`config.mk`:
```
export PLATFORM = sky130hd
export DESIGN_NAME = wdt_rst_gate
export DESIGN_NICKNAME = d
export VERILOG_FILES = /design/src/rtl/wdt_rst_gate.sv
export SDC_FILE = /design/constraint.sdc
export NUM_CORES = 1
export LEC_CHECK = 0
export BUFFER_PORTS_ARGS = -buffer_cell sky130_fd_sc_hd__buf_2
export CORE_AREA = 10 10 47 49
export DETAILED_ROUTE_END_ITERATION = 6
export DIE_AREA = 0 0 57 59
export PLACE_DENSITY = 0.63
export SYNTH_ARGS = -nofsm -noshare
export SYNTH_HDL_FRONTEND = slang
export SYNTH_SLANG_ARGS = --single-unit
```
`constraint.sdc`:
```
create_clock -name clk -period 1.25 [get_ports clk]
set_input_delay 0.0625 -clock clk [delete_from_list [all_inputs] [get_ports clk]]
set_output_delay 0.0625 -clock clk [all_outputs]
set_load 0.02 [all_outputs]
```
`src/rtl/wdt_rst_gate.sv`:
```
module wdt_rst_gate #(
  parameter int DW        = 8,
  parameter bit BLOCK_INV = 1'b0,
  parameter int BLOCK_BIT = 2,
  parameter int SUPP_BIT  = 2,
  parameter int RUN_BIT   = 7,
  parameter int CAUSE_BIT = 0
) (
  input  logic          clk,
  input  logic          por_n,
  input  logic          sys_rst_n,
  input  logic          bus_we,
  input  logic [1:0]    bus_addr,
  input  logic [DW-1:0] bus_wdata,
  output logic [DW-1:0] bus_rdata,
  input  logic          wdt_req,
  input  logic          cpu_in_rst,
  output logic          rst_out,
  output logic          cnt_run
);
  localparam logic [1:0] A_BLOCK = 2'd0;
  localparam logic [1:0] A_SUPP  = 2'd1;
  localparam logic [1:0] A_RUN   = 2'd2;
  localparam logic [1:0] A_CAUSE = 2'd3;
  localparam logic       BLOCK_SAFE = ~BLOCK_INV;

  logic ctl_rst_n;
  logic block_q, supp_q, run_q, cause_q, gate_q;
  logic blocked, suppressed, gate_d;
  logic wr_block, wr_supp, wr_run, clr_cause;

  assign ctl_rst_n  = por_n & sys_rst_n;
  assign wr_block   = bus_we && bus_addr == A_BLOCK;
  assign wr_supp    = bus_we && bus_addr == A_SUPP;
  assign wr_run     = bus_we && bus_addr == A_RUN;
  assign clr_cause  = bus_we && bus_addr == A_CAUSE && bus_wdata[CAUSE_BIT];

  assign blocked    = block_q ^ BLOCK_INV;
  assign suppressed = supp_q & cpu_in_rst;
  assign gate_d     = wdt_req & ~blocked & ~suppressed;

  always_ff @(posedge clk or negedge ctl_rst_n) begin
    if (!ctl_rst_n) begin
      block_q <= BLOCK_SAFE;
      supp_q  <= 1'b0;
      run_q   <= 1'b0;
      gate_q  <= 1'b0;
    end else begin
      if (wr_block) block_q <= bus_wdata[BLOCK_BIT];
      if (wr_supp)  supp_q  <= bus_wdata[SUPP_BIT];
      if (wr_run)   run_q   <= bus_wdata[RUN_BIT];
      gate_q <= gate_d;
    end
  end

  always_ff @(posedge clk or negedge por_n) begin
    if (!por_n)                     cause_q <= 1'b0;
    else if (gate_d && ctl_rst_n)   cause_q <= 1'b1;
    else if (clr_cause)             cause_q <= 1'b0;
  end

  always_comb begin
    bus_rdata = '0;
    case (bus_addr)
      A_BLOCK: bus_rdata[BLOCK_BIT] = block_q;
      A_SUPP:  bus_rdata[SUPP_BIT]  = supp_q;
      A_RUN:   bus_rdata[RUN_BIT]   = run_q;
      default: bus_rdata[CAUSE_BIT] = cause_q;
    endcase
  end

  assign rst_out = gate_q;
  assign cnt_run = run_q;

  assert_req_precedes_rst_R6: assert property (@(posedge clk) disable iff (!ctl_rst_n)
    $rose(rst_out) |-> $past(wdt_req));
  assert_supp_blocks_R5: assert property (@(posedge clk) disable iff (!ctl_rst_n)
    $past(supp_q && cpu_in_rst) |-> !rst_out);
  assert_cause_with_rst_R7: assert property (@(posedge clk) disable iff (!por_n)
    rst_out |-> cause_q);
  assert_cause_w1c_R8: assert property (@(posedge clk) disable iff (!por_n)
    $fell(cause_q) |-> $past(bus_we && bus_addr == A_CAUSE && bus_wdata[CAUSE_BIT]));
  assert_run_needs_write_R2: assert property (@(posedge clk) disable iff (!ctl_rst_n)
    $rose(cnt_run) |-> $past(bus_we && bus_addr == A_RUN));
endmodule

```
# == Word level (Yosys, flattened, before mapping) ==
# Cells that the tools add are included.
# classes
addsub,0
mul,0
div_mod_pow,0
order_cmp,0
n_eq_ne,3
shift,0
n_mux,5
bitwise,6
n_reduce_logical,9
# op_table
op,count
$logic_and A1 B1 Y1,6
$and A1 B1 Y1,4
$eq A2 B2 Y1 const B,2
$mux W1,4
$reduce_or A3 Y1,1
$eq A2 B1 Y1 const B,1
$logic_not A2 Y1,1
$not A1 Y1,2
$pmux W1 S2,1
$reduce_bool A2 Y1,1
# totals
reg_bits,5
latch_bits,0
ramBits,0
romBits,0
in_bits,16
output_inout_bits,10
word_cells,28
mem_count,0

# == Logic depth before layout (Yosys ltp) ==
# depth
depth_word,5
mapped_depth,2
mapped_depth_nobuf,2

# == Worst setup path after synthesis ==
# Ideal clock, no wire load.
# synth_path
path_type,reg-to-output
start,register block_q
end,output port bus_rdata[2]
arrival_time_ns,0.857
required_ns,1.188
path_slack_ns,0.331
stages_incl_launch_ff,3
path_buffers,0
path_cell_list,dfstp_2 -> mux2i_1 -> nor2_1
# synth_between
elab_chain_cells,1
# synth_lines
element,line,source
from (decl),28,"logic block_q, supp_q, run_q, cause_q, gate_q;"
from (signal assigned),49,if (wr_block) block_q <= bus_wdata[BLOCK_BIT];
$pmux W1 S2,64,case (bus_addr)
to (decl),15,"output logic [DW-1:0] bus_rdata,"
# Every way passes these cells.

# == Final worst setup path ==
# Ends and elaborated chain as after synthesis.

==> flow_summary.toml <==
[global_route]
antenna_found_initial = 0
grt.total_usage_pct = 4.81
grt_pass1_wl_mm = 1.16
grt_max_degree = 8
grt_pass1_vias = 265
overflow = 0

[detailed_routing]
wl_met1_um = 228
route.met2.wl_um = 406
drtAntennaViolNets = 0
drt-initial-drc-count = 0
via_count = 254
vias_per_cell = 4.03
highest_layer = "met4"
route.detailed.drc = 0
wl_per_cell_um = 11.4
drtPass1Iterations = 1
routed_wirelength_um = 721
dr_wl_met3_um = 78

[flow_run]
cap_violations = 0

[place]
io_buffer_count = 15
post-place-ws_ns = 0.346
dpl.hpwl_um = 648
gp_congestion = 0.618

[critical_path]
r2r-end = "cause_q"
worstPathCellList = "mux2i_1, nor2_1, buf_2"
r2r_cells = 2
crit_required_ns = 1.19
cp_max_fo = 3
end_kind = "primary output"
arrival_ns = 1.07
worst-path-buf-inv = 1
slowest_delay_ns = 0.53
startpoint_type = "flop"
critPathSlowestCell = "dfstp_2"
reg2reg_from = "block_q"
crit_type = "flop to primary output"
cp_top_family = "flip-flops"
rrSetupSlack_ns = 0.36

[synthesis]
ys.flop_type = "dfrtp_1"
synth_warnings = 0
synth_edf_count = 0
postSynth.asyncResetShare_pct = 100
syn_inst = 27
synth_area_leaders = "dfrtp_1 (34%), buf_4 (13%), dfstp_2 (8.8%)"
seq_area_frac_synth_pct = 42.4
synth_top_area_share_pct = 33.6
yosys.area.top_type = "dfrtp_1"
synth-seq-cells = 5
synth_cell_types = 18
synthesis.area_um2 = 298
avgSynthCellArea_um2 = 11.0

[sta]
finalHoldViolCount = 0
finalCritPeriodShare_pct = 90.9
skew_ns = 0.00768
fmax_mhz = 880
holdWs_ns = 0.0472
slew_violations = 0
setup_violations = 0
fin_setup_tns_ns = 0
rsz0062_at_grt = "false"
final.setup.worst_slack_ns = 0.114
layout_min_cycle_time_ns = 1.14

[min_path]
hp-start = "bus_wdata[7]"
hold_depth = 2
hp-class = "input pin to flop"
hold_end = "cnt_run"

[clocking]
numCtsBuffers = 3
cts_max_level = 1
clock_latency_ns = 0.24
cts_sinks = 5
clockBufferDepth = 2
clk_pin_slew_ns = 0.05
cts-resized-gates = 0
cts-root-buf = "clkbuf_4"
cts_tree = "done"

[cells_and_area]
n_antenna_cell = 0
layout-drive-gt1-share_pct = 48.9
layout_common_cells = "buf_2 (15), conb_1 (5), dfrtp_1 (4), clkbuf_4 (3)"
final_common_cell = "buf_2"
nets = 64
area_growth_pct = 39.9

[power_and_ir_drop]
p_leak_uw = 0.000217
p_per_area_nw_per_um2 = 1310
power_uw = 546
vdd_drop_max_mv = 0.546

[floorplan]
die_h_um = 59
rows = 14
core-area_um2 = 1400
initial_core_util_pct = 21.3
dieWidth_um = 57
design.die.area_um2 = 3360
ios = 26

[outcome]
status = "completed"
-- worst max path at each step --
stage                        from      endpoint  slack [ns]  cells after the start
after floorplan           block_q  bus_rdata[2]        0.33                      2
after global placement    block_q  bus_rdata[2]        0.35                      3
after detailed placement  block_q       cause_q        0.35                      2
after CTS                 block_q  bus_rdata[2]        0.09                      3
after global routing      block_q  bus_rdata[2]        0.03                      3
final                     block_q  bus_rdata[2]        0.11                      3
-- layout make-up --
cell class | count | area, um2
Clock buffer | 4 | 26.3
Fill cell | 164 | 985
Multi-Input combinational cell | 21 | 149
Sequential cell | 5 | 126
Tap cell | 16 | 20.0
Timing Repair Buffer | 17 | 95.1
-- metal layers --
layer | track usage [%] | vias to the layer above
met3 | 4.72 | 2
met1 | 3.00 | 119
met5 | 0 | -
li1 | - | 124
met2 | 8.53 | 9
met4 | 3.02 | 0
-- metrics by stage --
step / utilization (%) / std cells / instance area [um2]
2_1_floorplan: - / 31 / 313
3_3_place_gp: 26.4 / 57 / 370
3_5_place_dp: 26.4 / 57 / 370
4_1_cts: 29.7 / 63 / 417
5_1_grt: 29.7 / 63 / 417
6_report: 29.7 / 63 / 417
-- state kept, by name, summed over array words and instances (netlist names) --
name	cells
supp_q	1
block_q	1
rst_out	1
cnt_run	1
cause_q	1
-- power by group --
group	internal [uW]	leakage, uW	switching, uW
clock	121	0.0000150	64.5
combinational	67.2	0.000142	75.8
sequential	199	0.0000602	19.2
total	387	0.000217	159
-- cell usage after synthesis (2+ instances only) --
cell type,number
buf_4,5
dfrtp_1,4
and2_1,2
nand3b_1,2
-- cell families after synthesis --
group                  Yosys count  share of synthesized area, %
DFF                              5                          42.4
buffers and inverters            5                          12.6
AOI/OAI and AO/OA                1                          3.36
other                            1                          1.26
and+or+nand+nor                 11                          24.4
muxes                            4                          16.0
-- timing repair --
action                    in CTS  in global routing
hold endpoints to repair       4                  0
buffers inserted               0                  0
hold buffers                   2                  0
No activity file was read; power rests on OpenSTA's default activity.
